## config.mk

```make
export PLATFORM = sky130hd
export DESIGN_NAME = eprom_rd_ctrl
export DESIGN_NICKNAME = d
export VERILOG_FILES = /design/src/rtl/eprom_rd_pkg.sv /design/src/rtl/eprom_dn_cnt.sv /design/src/rtl/eprom_req_slot.sv /design/src/rtl/eprom_rd_seq.sv /design/src/rtl/eprom_rd_ctrl.sv
export SDC_FILE = /design/constraint.sdc
export NUM_CORES = 1
export LEC_CHECK = 0
export ABC_AREA = 1
export BUFFER_PORTS_ARGS = -buffer_cell sky130_fd_sc_hd__buf_4
export CORE_MARGIN = 3
export CORE_UTILIZATION = 35
export DETAILED_ROUTE_END_ITERATION = 6
export PLACE_DENSITY_LB_ADDON = 0.05
export SKIP_LAST_GASP = 1
export SLEW_MARGIN = 25
export SYNTH_ARGS = -nofsm -noshare
export SYNTH_HDL_FRONTEND = slang
export SYNTH_HIERARCHICAL = 1
export SYNTH_SLANG_ARGS = --single-unit
```

## constraint.sdc

```tcl
create_clock -name clk -period 4.4 [get_ports clk]
set_input_delay 0.44 -clock clk [delete_from_list [all_inputs] [get_ports clk]]
set_output_delay 0.44 -clock clk [all_outputs]
set_load 0.02 [all_outputs]
```

## src/rtl/eprom_rd_pkg.sv

```systemverilog
package eprom_rd_pkg;

    localparam int ADDR_W    = 19;
    localparam int DATA_W    = 8;
    localparam int OE_ACC_NS = 50;

    typedef enum logic [1:0] {
        ST_IDLE   = 2'd0,
        ST_ACCESS = 2'd1,
        ST_FLOAT  = 2'd2
    } rd_state_e;

    typedef struct packed {
        logic              vld;
        logic [ADDR_W-1:0] addr;
    } rd_req_t;

    // Full access time (address or chip select to data) per speed grade.
    function automatic int grade_acc_ns(input int grade);
        case (grade)
            0:       return 120;
            1:       return 150;
            2:       return 170;
            default: return 200;
        endcase
    endfunction

    // Output release time per speed grade.
    function automatic int grade_flt_ns(input int grade);
        case (grade)
            0, 1:    return 35;
            2:       return 45;
            default: return 55;
        endcase
    endfunction

    // Round up to whole clocks, then add one cycle of margin.
    function automatic int ns_to_cycles(input int ns, input int period);
        return (ns + period - 1) / period + 1;
    endfunction

    function automatic int max2(input int a, input int b);
        return (a > b) ? a : b;
    endfunction

endpackage

```

## src/rtl/eprom_dn_cnt.sv

```systemverilog
module eprom_dn_cnt #(
    parameter int W = 4
) (
    input  logic         clk,
    input  logic         rst,
    input  logic         load,
    input  logic [W-1:0] load_val,
    input  logic         dec,
    output logic [W-1:0] cnt,
    output logic         last
);
    always_ff @(posedge clk) begin
        if (rst) begin
            cnt <= '0;
        end else if (load) begin
            cnt <= load_val;
        end else if (dec && cnt != '0) begin
            cnt <= cnt - 1'b1;
        end
    end

    assign last = (cnt == W'(1));
endmodule

```

## src/rtl/eprom_req_slot.sv

```systemverilog
module eprom_req_slot
    import eprom_rd_pkg::*;
(
    input  logic              clk,
    input  logic              rst,
    input  logic              in_vld,
    input  logic [ADDR_W-1:0] in_addr,
    input  logic              take,
    output rd_req_t           nxt
);
    rd_req_t held;
    rd_req_t incoming;

    assign incoming = '{vld: in_vld, addr: in_addr};
    // The held request is older, so it is offered first.
    assign nxt = held.vld ? held : incoming;

    always_ff @(posedge clk) begin
        if (rst) begin
            held <= '0;
        end else if (take) begin
            // Served the held one: the new arrival, if any, waits in its place.
            held <= held.vld ? incoming : '0;
        end else if (in_vld) begin
            held <= incoming;
        end
    end
endmodule

```

## src/rtl/eprom_rd_seq.sv

```systemverilog
module eprom_rd_seq
    import eprom_rd_pkg::*;
#(
    parameter int ACC_CYC = 7,
    parameter int OE_CYC  = 4,
    parameter int FLT_CYC = 3,
    parameter int CNT_W   = 3
) (
    input  logic              clk,
    input  logic              rst,
    input  rd_req_t           nxt,
    output logic              take,
    input  logic [CNT_W-1:0]  cnt,
    input  logic              cnt_last,
    output logic              cnt_load,
    output logic [CNT_W-1:0]  cnt_val,
    output logic              cnt_dec,
    input  logic [DATA_W-1:0] mem_data,
    output logic [ADDR_W-1:0] mem_addr,
    output logic              mem_ce_n,
    output logic              mem_oe_n,
    output logic              ack,
    output logic [DATA_W-1:0] rdata,
    output logic              bus_free
);
    localparam bit OE_EARLY = (OE_CYC >= ACC_CYC);
    localparam int OE_MARK  = OE_EARLY ? 0 : OE_CYC + 1;

    rd_state_e state;

    assign take     = (state == ST_IDLE) && nxt.vld;
    assign cnt_load = take || ((state == ST_ACCESS) && cnt_last);
    assign cnt_val  = take ? CNT_W'(ACC_CYC) : CNT_W'(FLT_CYC);
    assign cnt_dec  = (state != ST_IDLE) && !cnt_last;
    assign bus_free = (state == ST_IDLE);

    always_ff @(posedge clk) begin
        if (rst) begin
            state    <= ST_IDLE;
            mem_addr <= '0;
            mem_ce_n <= 1'b1;
            mem_oe_n <= 1'b1;
            ack      <= 1'b0;
            rdata    <= '0;
        end else begin
            ack <= 1'b0;
            case (state)
                ST_IDLE: begin
                    if (take) begin
                        mem_addr <= nxt.addr;
                        mem_ce_n <= 1'b0;
                        mem_oe_n <= !OE_EARLY;
                        state    <= ST_ACCESS;
                    end
                end
                ST_ACCESS: begin
                    if (cnt_last) begin
                        rdata    <= mem_data;
                        ack      <= 1'b1;
                        mem_ce_n <= 1'b1;
                        mem_oe_n <= 1'b1;
                        state    <= ST_FLOAT;
                    end else if (!OE_EARLY && cnt == CNT_W'(OE_MARK)) begin
                        mem_oe_n <= 1'b0;
                    end
                end
                ST_FLOAT: begin
                    if (cnt_last) begin
                        state <= ST_IDLE;
                    end
                end
                default: state <= ST_IDLE;
            endcase
        end
    end
endmodule

```

## src/rtl/eprom_rd_ctrl.sv

```systemverilog
module eprom_rd_ctrl
    import eprom_rd_pkg::*;
#(
    parameter int CLK_NS = 20,
    parameter int GRADE  = 0
) (
    input  logic              clk,
    input  logic              rst,
    input  logic              host_req,
    input  logic [ADDR_W-1:0] host_addr,
    output logic              host_ack,
    output logic [DATA_W-1:0] host_rdata,
    output logic              bus_free,
    output logic [ADDR_W-1:0] mem_addr,
    output logic              mem_ce_n,
    output logic              mem_oe_n,
    input  logic [DATA_W-1:0] mem_data
);
    localparam int ACC_CYC = ns_to_cycles(grade_acc_ns(GRADE), CLK_NS);
    localparam int OE_CYC  = ns_to_cycles(OE_ACC_NS, CLK_NS);
    localparam int FLT_CYC = ns_to_cycles(grade_flt_ns(GRADE), CLK_NS);
    localparam int CNT_MAX = max2(ACC_CYC, FLT_CYC);
    localparam int CNT_W   = $clog2(CNT_MAX + 1);

    rd_req_t            nxt;
    logic               take;
    logic [CNT_W-1:0]   cnt;
    logic               cnt_last;
    logic               cnt_load;
    logic [CNT_W-1:0]   cnt_val;
    logic               cnt_dec;

    eprom_req_slot u_slot (
        .clk     (clk),
        .rst     (rst),
        .in_vld  (host_req),
        .in_addr (host_addr),
        .take    (take),
        .nxt     (nxt)
    );

    eprom_dn_cnt #(.W(CNT_W)) u_cnt (
        .clk      (clk),
        .rst      (rst),
        .load     (cnt_load),
        .load_val (cnt_val),
        .dec      (cnt_dec),
        .cnt      (cnt),
        .last     (cnt_last)
    );

    eprom_rd_seq #(
        .ACC_CYC (ACC_CYC),
        .OE_CYC  (OE_CYC),
        .FLT_CYC (FLT_CYC),
        .CNT_W   (CNT_W)
    ) u_seq (
        .clk      (clk),
        .rst      (rst),
        .nxt      (nxt),
        .take     (take),
        .cnt      (cnt),
        .cnt_last (cnt_last),
        .cnt_load (cnt_load),
        .cnt_val  (cnt_val),
        .cnt_dec  (cnt_dec),
        .mem_data (mem_data),
        .mem_addr (mem_addr),
        .mem_ce_n (mem_ce_n),
        .mem_oe_n (mem_oe_n),
        .ack      (host_ack),
        .rdata    (host_rdata),
        .bus_free (bus_free)
    );
endmodule

```

# --- Word level (Yosys, flattened, before mapping) ---
# Cells that the tools add are included.
totals:
  regBits: 55
  in_bits: 30
  output_inout_bits: 31
  wordCells: 56
classes:
  n_addsub: 1
  eq_ne: 8
  mux: 19
  bitwise: 1
  reduce_logical: 18
ops:
  columns: ["op", "n"]
  rows:
  - ["20-bit 2-to-1 mux", 4]
  - ["3-bit 2-to-1 mux", 3]
  - ["3-bit AND reduction", 3]
  - ["2-bit nonzero test", 4]
  - ["1-bit 2-to-1 mux", 6]
  - ["2-bit 2-to-1 mux", 3]
  - ["2-bit by 1-bit != test with 1-bit output, second input constant", 3]
  - ["2-bit one-hot mux with 3 select lines", 1]
  - ["1-bit logical AND", 4]
  - ["1-bit one-hot mux with 2 select lines", 2]
  - ["2-bit AND reduction", 2]
  - ["3-bit by 1-bit == test with 1-bit output, second input constant", 1]
  - ["3-bit == test, second input constant", 1]
  - ["3-bit by 2-bit != test with 1-bit output, second input constant", 1]
  - ["3-bit nonzero test", 1]
  - ["3-bit by 1-bit subtractor with 3-bit output, second input constant", 1]
  - ["2-bit by 1-bit == test with 1-bit output, second input constant", 1]
  - ["2-bit == test, second input constant", 1]
  - ["2-bit logical NOT", 1]
  - ["2-bit OR reduction", 1]
  - ["1-bit logical NOT", 1]
  - ["1-bit logical OR", 1]
  - ["1-bit NOT", 1]

# --- Depth between registers and ports, before layout ---
# Gate-level depths: netlist of the first run.
logic_depth:
  ltp_word: 6
  depth_mapped: 11
  ltp_nobuf: 11

# --- By module ---
# Netlist of the first run, hierarchy kept.
modules_own_cells:
  columns: ["module", "n_inst", "cells_each", "area_per_inst_um2", "seq_area_each_um2"]
  rows:
  - ["eprom_rd_seq", 1, 149, 1188.6, 640.6]
  - ["eprom_req_slot", 1, 169, 1019.7, 400.4]
  - ["eprom_dn_cnt", 1, 34, 231.5, 60.1]

# --- Worst setup path after synthesis of the first run ---
# Ideal clock, no wire load.
synth_timing:
  path_type: "input to register"
  from: "in host_req"
  to: "reg u_slot/held[12] (netlist name)"
  setup_ns: 0.113
  arrival_ns: 1.543
  required_time_ns: 4.287
  slack_ns: 2.744
  path_stages: 9
  path_buffers: 2
  cell_sequence: "or2_2 > nand2_4 > inv_4 > buf_6 > nor2_4 > buf_2 > nand2_1 > nand2_1 > nor2_1"
synth_between:
  elab_chain_cells: 3
  elab_cells_between_ends: 4
  cone_classes: "mux (2); reduce/logical (2)"
synth_rtl:
  columns: ["item", "line", "text"]
  rows:
  - ["start, declared", "eprom_rd_ctrl.sv:9", "input logic host_req,"]
  - ["20-bit 2-to-1 mux *", "eprom_req_slot.sv:16", "assign nxt = held.vld ? held : incoming;"]
  - ["1-bit logical AND *", "eprom_rd_seq.sv:31", "assign take = (state == ST_IDLE) && nxt.vld;"]
  - ["via take", "eprom_rd_ctrl.sv:26", "logic take;"]
  - ["20-bit 2-to-1 mux or 2-bit nonzero test (tied branches)", null, null]
  - ["end signal, assigned", "eprom_req_slot.sv:23", "held <= held.vld ? incoming : '0;"]
  - ["end signal, assigned", "eprom_req_slot.sv:25", "held <= incoming;"]
  - ["end, declared", "eprom_req_slot.sv:11", "rd_req_t held;"]
# The timed path passes the listed nets; every way through them passes the cells marked *.
# A chain may end at the register's enable or synchronous reset.

==> results of run 1 <==
[per-layer routing]
layer  wire [µm]  GRT usage
met5           0          0
met4          34     0.0325
met3         244     0.0332
met2        2460      0.222
met1        2520      0.172
[cell type report]
type | count | share of cell area
Multi-Input combinational cell | 249 | 0.368
Sequential cell | 55 | 0.367
Timing Repair Buffer | 60 | 0.150
Inverter | 33 | 0.0421
Tap cell | 93 | 0.0388
Clock buffer | 7 | 0.0321
Clock inverter | 1 | 0.00250
[through the flow]
step | worst slack [ns] | utilization
3_5_place_dp | 2.03 | 0.441
5_1_grt | 2.01 | 0.457
2_1_floorplan | 2.74 | -
4_1_cts | 2.23 | 0.457
3_3_place_gp | 2.08 | 0.441
6_report | 2.24 | 0.457
[kinds of logic (layout without fill, tap and decap cells)]
kind of cell	after synthesis	after routing	synth area share
simple gates	196	196	0.329
other cells	1	2	0.00154
fa+ha+maj	3	3	0.0154
buf+inv	49	101	0.0979
compound gates	48	48	0.105
flops	55	55	0.451
[power by group through the flow]
| stage | sequential, mW | clock, mW | combinational (mW) |
|---|---|---|---|
| after floorplan | 0.655 | 0 | 0.261 |
| after global placement | 0.617 | 0 | 0.412 |
| after detailed placement | 0.619 | 0 | 0.414 |
| after CTS | 0.608 | 0.319 | 0.415 |
| after global routing | 0.616 | 0.341 | 0.464 |
| final | 0.606 | 0.304 | 0.408 |
[synth_stat cells, drive strengths merged]
cell / number
nand3: 5
nor2: 83
dfxtp: 55
nand3b: 1
ha: 3
conb: 1
o21a: 1
clkbuf: 4
buf: 12
a21o: 1
o21ai: 41
nor3: 1
nand2: 105
inv: 33
a21oi: 5
or2: 1
[worst paths after layout]
kind	endpoint	slack [ns]	cells past startpoint
max reg2reg	u_slot/held[6]	2.24	7
min	u_seq/rdata[2]	0.33	3
max	u_slot/held[6]	2.24	7
min reg2reg	u_seq/mem_oe_n	0.45	2
[flip-flops by register name, summed over array words and instances (netlist names)]
register        cells
u_seq/mem_addr     19
u_seq/state         2
u_cnt/cnt           3
u_seq/rdata         8
u_seq/mem_ce_n      1
u_seq/ack           1
u_slot/held        20
u_seq/mem_oe_n      1
[worst max-delay path: cells and delay by family (launching register included)]
kind	cells	cell delay, ns
simple gates	6	1.51
flops	1	0.36
buf+inv	1	0.18
[placed cells by master, fill, tap and decap left out, drive strengths merged]
| cell | Yosys | layout |
|---|---|---|
| conb | 1 | 2 |
| nor2 | 83 | 83 |
| dfxtp | 55 | 55 |
| a21o | 1 | 1 |
| ha | 3 | 3 |
| buf | 12 | 60 |
| o21a | 1 | 1 |
| clkinvlp | 0 | 1 |
| inv | 33 | 33 |
| clkbuf | 4 | 7 |
| nand2 | 105 | 105 |
| or2 | 1 | 1 |
| nand3 | 5 | 5 |
| o21ai | 41 | 41 |
| nand3b | 1 | 1 |
| a21oi | 5 | 5 |
| nor3 | 1 | 1 |
==> impl_results.html, run 1 <==
<table>
<tr><th>Metric</th><th>Value</th></tr>
<tr><th colspan="2">Synthesis</th></tr>
<tr><td>Count of different cell masters after synthesis</td><td>27</td></tr>
<tr><td>Post-synthesis instance area</td><td>0.00244 mm²</td></tr>
<tr><td>Largest area contributor in the synthesized netlist</td><td>dfxtp_1</td></tr>
<tr><td>Share of Yosys cell area claimed by the top area cell type</td><td>0.451</td></tr>
<tr><td>Count of warnings emitted by yosys</td><td>6</td></tr>
<tr><td>Top cells by area in the synthesized netlist</td><td>dfxtp_1 45%, nand2_1 16%, nor2_1 12%</td></tr>
<tr><td>Mean cell area of the mapped netlist</td><td>6.93 µm²</td></tr>
<tr><td>Mapped Cells</td><td>352</td></tr>
<tr><td>Count of state elements after synthesis</td><td>55</td></tr>
<tr><td>Post-synthesis sequential area ratio</td><td>0.451</td></tr>
<tr><th colspan="2">Placement</th></tr>
<tr><td>Hpwl dp</td><td>3580 µm</td></tr>
<tr><td>Number of cells in the design after placement</td><td>490</td></tr>
<tr><td>Routability congestion estimate from global placement</td><td>0.729</td></tr>
<tr><td>Count of buffers inserted at the top-level ports</td><td>60</td></tr>
<tr><td>Placed instance area</td><td>0.00290 mm²</td></tr>
<tr><th colspan="2">Layout</th></tr>
<tr><td>Fraction of final layout cells sized beyond drive strength 1</td><td>0.205</td></tr>
<tr><td>Filler cell count in the final layout</td><td>713</td></tr>
<tr><td>Final net count</td><td>437</td></tr>
<tr><td>Final instance area</td><td>0.00300 mm²</td></tr>
<tr><td>Area of the multi-input gates</td><td>0.00110 mm²</td></tr>
<tr><td>Area grow syn2layout</td><td>23.0%</td></tr>
<tr><td>Reg area</td><td>0.00110 mm²</td></tr>
<tr><td>Count of non-filler cells in the finished layout</td><td>498</td></tr>
<tr><td>Diode count</td><td>0</td></tr>
<tr><th colspan="2">Pwr</th></tr>
<tr><td>Clock share of power</td><td>0.230</td></tr>
<tr><td>Fraction of power spent switching nets</td><td>0.344</td></tr>
<tr><td>Max rail drop VDD</td><td>0.181 mV</td></tr>
<tr><td>Leakage component of the power</td><td>1.47 nW</td></tr>
<tr><td>Power consumption</td><td>1.32 mW</td></tr>
<tr><td>Combinational share of power</td><td>0.310</td></tr>
<tr><td>Power per standard cell area</td><td>439 mW/mm²</td></tr>
<tr><td>Total internal power</td><td>0.865 mW</td></tr>
<tr><td>Power share of the sequential group</td><td>0.460</td></tr>
<tr><td>Switching power of the nets</td><td>0.453 mW</td></tr>
<tr><th colspan="2">GRT</th></tr>
<tr><td>Global-route wire length before repair</td><td>8350 µm</td></tr>
<tr><td>GRT Resource Usage Total</td><td>0.133</td></tr>
<tr><td>Number of global-route vias before repair</td><td>1818</td></tr>
<tr><td>Residual overflow from global routing</td><td>0</td></tr>
<tr><td>Maximum number of pins on one net before global-route repair</td><td>38</td></tr>
<tr><td>Number of antenna violations at the first check in global routing</td><td>0</td></tr>
<tr><th colspan="2">Worst hold path</th></tr>
<tr><td>Hold Path Class</td><td>primary input to register</td></tr>
<tr><td>Hold path startpoint</td><td>mem_data[2]</td></tr>
<tr><th colspan="2">Drt</th></tr>
<tr><td>Post-detailed-route count of antenna-violating nets</td><td>0</td></tr>
<tr><td>Drt first pass iters</td><td>4</td></tr>
<tr><td>Initial drt markers</td><td>76</td></tr>
<tr><td>Via-to-Cell Ratio</td><td>4.31</td></tr>
<tr><td>Routed via count</td><td>2145</td></tr>
<tr><td>Detail-routed net length per standard cell</td><td>10.5 µm</td></tr>
<tr><td>Number of remaining DRC errors</td><td>0</td></tr>
<tr><td>Total Routed Length</td><td>5250 µm</td></tr>
<tr><th colspan="2">STA</th></tr>
<tr><td>Setup clock skew after layout</td><td>0.00536 ns</td></tr>
<tr><td>Transition at the pin with the smallest max-transition slack</td><td>0.805 ns</td></tr>
<tr><td>Tightest slew margin relative to the limit</td><td>0.462</td></tr>
<tr><td>Setup Viol. Count Final</td><td>0</td></tr>
<tr><td>Fin crit share</td><td>0.491</td></tr>
<tr><td>Post-route minimum period</td><td>2.16 ns</td></tr>
<tr><td>RSZ-0062 raised after global routing</td><td>false</td></tr>
<tr><td>Hold slack final</td><td>0.332 ns</td></tr>
<tr><td>Aggregate negative setup slack</td><td>0 ns</td></tr>
<tr><td>Pins over their slew limit</td><td>0</td></tr>
<tr><td>Final count of hold timing violations</td><td>0</td></tr>
<tr><td>Fmax</td><td>463 MHz</td></tr>
<tr><th colspan="2">Clock network</th></tr>
<tr><td>Buffer levels on the longest clock path</td><td>2</td></tr>
<tr><td>Insertion delay to the later sink of the worst-skew pair</td><td>0.30 ns</td></tr>
<tr><td>PostCTS Resize Cnt</td><td>0</td></tr>
<tr><td>Total number of clock tree sinks</td><td>55</td></tr>
<tr><td>Clock transition at the registers of the reported paths</td><td>0.10 ns</td></tr>
<tr><td>Cts bufs inserted</td><td>5</td></tr>
<tr><td>Number of buffers inserted by hold repair at cts</td><td>0</td></tr>
<tr><td>Cell at the root of the clock tree</td><td>clkbuf_8</td></tr>
<tr><td>Post CTS Setup Buffer Count</td><td>0</td></tr>
<tr><td>Number of levels in the clock H-tree</td><td>2</td></tr>
<tr><td>TritonCTS clock tree</td><td>yes</td></tr>
<tr><th colspan="2">Worst setup path</th></tr>
<tr><td>Startpoint of the lowest-slack register-to-register path</td><td>u_slot/held[19]</td></tr>
<tr><td>Max stage delay on crit path</td><td>0.68 ns</td></tr>
<tr><td>Launching element type of the critical path</td><td>register</td></tr>
<tr><td>Worst-path maximum fanout</td><td>37</td></tr>
<tr><td>Cell occurring most often along the worst timing path</td><td>nand2_1</td></tr>
<tr><td>Kind of critical path</td><td>register to register</td></tr>
<tr><td>Launching instance or port of the critical path</td><td>u_slot/held[19]</td></tr>
<tr><td>Series of cell instances along the critical path</td><td>or2_2 &gt; nand2_4 &gt; inv_4 &gt; nor2_4 &gt; nand2_1 &gt; nand2_1 &gt; nor2_1</td></tr>
<tr><td>Critical-path top delay cell</td><td>nor2_4</td></tr>
<tr><td>CP Data Arrival Time</td><td>2.36 ns</td></tr>
<tr><td>Category of the worst setup path capture point</td><td>register</td></tr>
<tr><td>Req. time, crit path</td><td>4.60 ns</td></tr>
<tr><th colspan="2">Floorplan</th></tr>
<tr><td>Core region area</td><td>0.00657 mm²</td></tr>
<tr><td>Die Ht</td><td>89.5 µm</td></tr>
<tr><td>Number of placement rows</td><td>29</td></tr>
<tr><td>Number of top-level pins</td><td>61</td></tr>
<tr><td>Die W</td><td>89.5 µm</td></tr>
<tr><td>Starting Density</td><td>0.371</td></tr>
<tr><td>Area of the die</td><td>0.00801 mm²</td></tr>
<tr><th colspan="2">Status</th></tr>
<tr><td>Status</td><td>finished, final reports clean</td></tr>
<tr><th colspan="2">Job</th></tr>
<tr><td>Maximum capacitance violations</td><td>0</td></tr>
</table>
No activity file was read; power rests on OpenSTA's default activity.
==> run 2, diff against run 1 <==
- clock period: 4.4 -> 2.25 ns (I/O delays scaled with it)
==> impl_results.html, run 2 (synthesis results as in run 1) <==
<table>
<tr><th>Metric</th><th>Value</th></tr>
<tr><th colspan="2">Worst setup path</th></tr>
<tr><td>FF-to-FF path depth</td><td>6 (-1)</td></tr>
<tr><td>Kind of cell with the highest combined delay on the critical path</td><td>simple AND/OR/NAND/NOR gates</td></tr>
<tr><td>Launching element type of the critical path</td><td>register</td></tr>
<tr><td>Critical-path top delay cell</td><td>a21oi_4</td></tr>
<tr><td>Series of cell instances along the critical path</td><td>or2_2 &gt; nand2_4 &gt; inv_4 &gt; a21oi_4 &gt; inv_1 &gt; nor2_1</td></tr>
<tr><td>Startpoint of the lowest-slack register-to-register path</td><td>u_slot/held[19]</td></tr>
<tr><td>Req. time, crit path</td><td>2.49 ns (-2.11 ns)</td></tr>
<tr><td>End of the worst register-to-register path</td><td>u_slot/held[13]</td></tr>
<tr><td>Sum of buffers and inverters on the critical path</td><td>2 (+1)</td></tr>
<tr><td>Kind of critical path</td><td>register to register</td></tr>
<tr><td>Worst-path maximum fanout</td><td>25 (-32%)</td></tr>
<tr><td>Category of the worst setup path capture point</td><td>register</td></tr>
<tr><td>Internal reg-to-reg setup slack</td><td>0.33 ns (-1.91 ns)</td></tr>
<tr><td>Max stage delay on crit path</td><td>0.49 ns (-0.19 ns)</td></tr>
<tr><td>CP Data Arrival Time</td><td>2.16 ns (-0.20 ns)</td></tr>
<tr><th colspan="2">GRT</th></tr>
<tr><td>Global-route wire length before repair</td><td>8720 µm (+4.5%)</td></tr>
<tr><td>GRT Resource Usage Total</td><td>0.140 (+0.00733)</td></tr>
<tr><td>Residual overflow from global routing</td><td>0 (unchanged)</td></tr>
<tr><td>Maximum number of pins on one net before global-route repair</td><td>38 (unchanged)</td></tr>
<tr><td>Number of global-route vias before repair</td><td>1923 (+5.8%)</td></tr>
<tr><td>Number of antenna violations at the first check in global routing</td><td>0 (unchanged)</td></tr>
<tr><th colspan="2">Layout</th></tr>
<tr><td>Area grow syn2layout</td><td>22.6%</td></tr>
<tr><td>Most frequent standard cell in the layout excluding fill and tap cells</td><td>nand2_1</td></tr>
<tr><td>Final Core Density</td><td>0.455 (-0.00171)</td></tr>
<tr><td>Filler cell count in the final layout</td><td>714 (+0.14%)</td></tr>
<tr><td>Number of flip-flops in the largest register</td><td>20 (unchanged)</td></tr>
<tr><td>Most used cells in the layout excluding fill and tap cells</td><td>101 x nand2_1, 80 x nor2_1, 61 x buf_4</td></tr>
<tr><td>Diode count</td><td>0 (unchanged)</td></tr>
<tr><td>Final net count</td><td>438 (+0.23%)</td></tr>
<tr><td>Largest registers</td><td>u_slot/held (20), u_seq/mem_addr (19), u_seq/rdata (8)</td></tr>
<tr><td>Fraction of final layout cells sized beyond drive strength 1</td><td>0.204 (-0.000505)</td></tr>
<tr><td>Top register by number of flip-flops</td><td>u_slot/held</td></tr>
<tr><th colspan="2">Floorplan</th></tr>
<tr><td>Number of top-level pins</td><td>61 (unchanged)</td></tr>
<tr><td>Area of the die</td><td>0.00801 mm² (unchanged)</td></tr>
<tr><td>Starting Density</td><td>0.371 (unchanged)</td></tr>
<tr><td>Die W</td><td>89.5 µm (unchanged)</td></tr>
<tr><td>Number of placement rows</td><td>29 (unchanged)</td></tr>
<tr><td>Core region area</td><td>0.00657 mm² (unchanged)</td></tr>
<tr><td>Die Ht</td><td>89.5 µm (unchanged)</td></tr>
<tr><th colspan="2">Clock network</th></tr>
<tr><td>Cts bufs inserted</td><td>5 (unchanged)</td></tr>
<tr><td>Cell at the root of the clock tree</td><td>clkbuf_8</td></tr>
<tr><td>Buffer levels on the longest clock path</td><td>2 (unchanged)</td></tr>
<tr><td>Number of buffers inserted by hold repair at cts</td><td>0 (unchanged)</td></tr>
<tr><td>PostCTS Resize Cnt</td><td>0 (unchanged)</td></tr>
<tr><td>Clock transition at the registers of the reported paths</td><td>0.09 ns (about the same)</td></tr>
<tr><td>Post CTS Setup Buffer Count</td><td>0 (unchanged)</td></tr>
<tr><td>Total number of clock tree sinks</td><td>55 (unchanged)</td></tr>
<tr><td>Number of levels in the clock H-tree</td><td>2 (unchanged)</td></tr>
<tr><td>TritonCTS clock tree</td><td>yes</td></tr>
<tr><td>Insertion delay to the later sink of the worst-skew pair</td><td>0.30 ns (about the same)</td></tr>
<tr><th colspan="2">STA</th></tr>
<tr><td>Aggregate negative setup slack</td><td>0 ns (unchanged)</td></tr>
<tr><td>Fmax</td><td>521 MHz (+13%)</td></tr>
<tr><td>RSZ-0062 raised after global routing</td><td>false</td></tr>
<tr><td>Post-route minimum period</td><td>1.92 ns (-0.241 ns)</td></tr>
<tr><td>Setup Viol. Count Final</td><td>0 (unchanged)</td></tr>
<tr><td>Setup clock skew after layout</td><td>0.00447 ns (-0.000888 ns)</td></tr>
<tr><td>Fin crit share</td><td>0.853 (+0.362)</td></tr>
<tr><td>Pins over their slew limit</td><td>0 (unchanged)</td></tr>
<tr><td>Transition at the pin with the smallest max-transition slack</td><td>0.606 ns (-0.199 ns)</td></tr>
<tr><td>Setup WS post-layout</td><td>0.330 ns (-1.91 ns)</td></tr>
<tr><td>Final count of hold timing violations</td><td>0 (unchanged)</td></tr>
<tr><td>Tightest slew margin relative to the limit</td><td>0.595 (+0.133)</td></tr>
<tr><th colspan="2">Drt</th></tr>
<tr><td>Routed via count</td><td>2144 (-0.047%)</td></tr>
<tr><td>Initial drt markers</td><td>70 (-7.9%)</td></tr>
<tr><td>Drt first pass iters</td><td>4 (unchanged)</td></tr>
<tr><td>Total Routed Length</td><td>5230 µm (-0.40%)</td></tr>
<tr><td>Number of remaining DRC errors</td><td>0 (unchanged)</td></tr>
<tr><td>Detail-routed net length per standard cell</td><td>10.5 µm (-0.60%)</td></tr>
<tr><td>Via-to-Cell Ratio</td><td>4.30 (-0.25%)</td></tr>
<tr><td>Post-detailed-route count of antenna-violating nets</td><td>0 (unchanged)</td></tr>
<tr><th colspan="2">Pwr</th></tr>
<tr><td>Total internal power</td><td>1.63 mW (+89%)</td></tr>
<tr><td>Power per standard cell area</td><td>843 mW/mm² (+92%)</td></tr>
<tr><td>Switching power of the nets</td><td>0.888 mW (+96%)</td></tr>
<tr><td>Fraction of power spent switching nets</td><td>0.352 (+0.00865)</td></tr>
<tr><td>Power consumption</td><td>2.52 mW (+91%)</td></tr>
<tr><td>Power share of the sequential group</td><td>0.470 (+0.010)</td></tr>
<tr><td>Combinational share of power</td><td>0.318 (+0.008)</td></tr>
<tr><td>Leakage component of the power</td><td>1.46 nW (-0.29%)</td></tr>
<tr><td>Clock share of power</td><td>0.212 (-0.018)</td></tr>
<tr><td>Max rail drop VDD</td><td>0.291 mV (+61%)</td></tr>
<tr><th colspan="2">Job</th></tr>
<tr><td>Maximum capacitance violations</td><td>0 (unchanged)</td></tr>
<tr><th colspan="2">Placement</th></tr>
<tr><td>Worst-case setup slack after placement</td><td>0.290 ns (-1.74 ns)</td></tr>
<tr><td>Routability congestion estimate from global placement</td><td>0.725 (-0.49%)</td></tr>
<tr><td>Hpwl dp</td><td>3580 µm (about the same)</td></tr>
<tr><td>Count of buffers inserted at the top-level ports</td><td>60 (unchanged)</td></tr>
<tr><th colspan="2">Worst hold path</th></tr>
<tr><td>Worst hold endpoint</td><td>u_seq/rdata[2]</td></tr>
<tr><td>Hold Path Class</td><td>primary input to register</td></tr>
<tr><td>Hold path startpoint</td><td>mem_data[2]</td></tr>
<tr><td>Instance count along the most critical hold path</td><td>3 (unchanged)</td></tr>
<tr><th colspan="2">Status</th></tr>
<tr><td>Status</td><td>finished, final reports clean</td></tr>
</table>
run 2: worst max path at each step:
stage	from	endpoint	slack, ns	cells after the start
floorplan	u_slot/held[19]	u_slot/held[12]	0.68	9
global placement	host_req	u_slot/held[17]	0.35	9
detailed placement	host_req	u_slot/held[13]	0.29	7
CTS	u_slot/held[19]	u_slot/held[13]	0.28	6
global route	u_slot/held[19]	u_slot/held[13]	0.1	6
finish	u_slot/held[19]	u_slot/held[13]	0.33	6
run 2: layout make-up:
type	count	area, µm²	share of cell area
Inverter	33	126	0.0423
Multi-Input combinational cell	249	1100	0.369
Clock buffer	6	72.6	0.0243
Timing Repair Buffer	61	458	0.153
Sequential cell	55	1100	0.368
Tap cell	93	116	0.0389
Clock inverter	2	12.5	0.00418
run 2: power by group through the flow:
stage / registers [mW] / clock network [mW] / logic (mW)
after global routing: 1.20 / 0.602 / 0.928
after floorplan: 1.28 / 0 / 0.510
after global placement: 1.21 / 0 / 0.807
after detailed placement: 1.21 / 0 / 0.815
final: 1.18 / 0.534 / 0.802
after CTS: 1.19 / 0.570 / 0.816
run 2: layer usage:
metal | global-route usage | share of wire | vias to the layer above
li1 | - | - | 1175
met1 | 0.179 | 0.48 | 928
met2 | 0.228 | 0.46 | 36
met3 | 0.0323 | 0.048 | 5
met4 | 0.0568 | 0.011 | 0
met5 | 0 | 0 | -
run 2: worst min-delay path, cell delays in order:
cell,delay [ns]
buf_4,0.08
nand2_1,0.04
nand2_1,0.05
run 2: per-stage QoR:
| stage | cell area (µm²) | cells | hold WS [ns] |
|---|---|---|---|
| after floorplan | 2440 | 353 | 0.294 |
| after global placement | 2910 | 491 | 0.423 |
| after detailed placement | 2910 | 491 | 0.424 |
| after CTS | 2990 | 499 | 0.0967 |
| after global routing | 2990 | 499 | 0.0907 |
| final | 2990 | 499 | 0.113 |
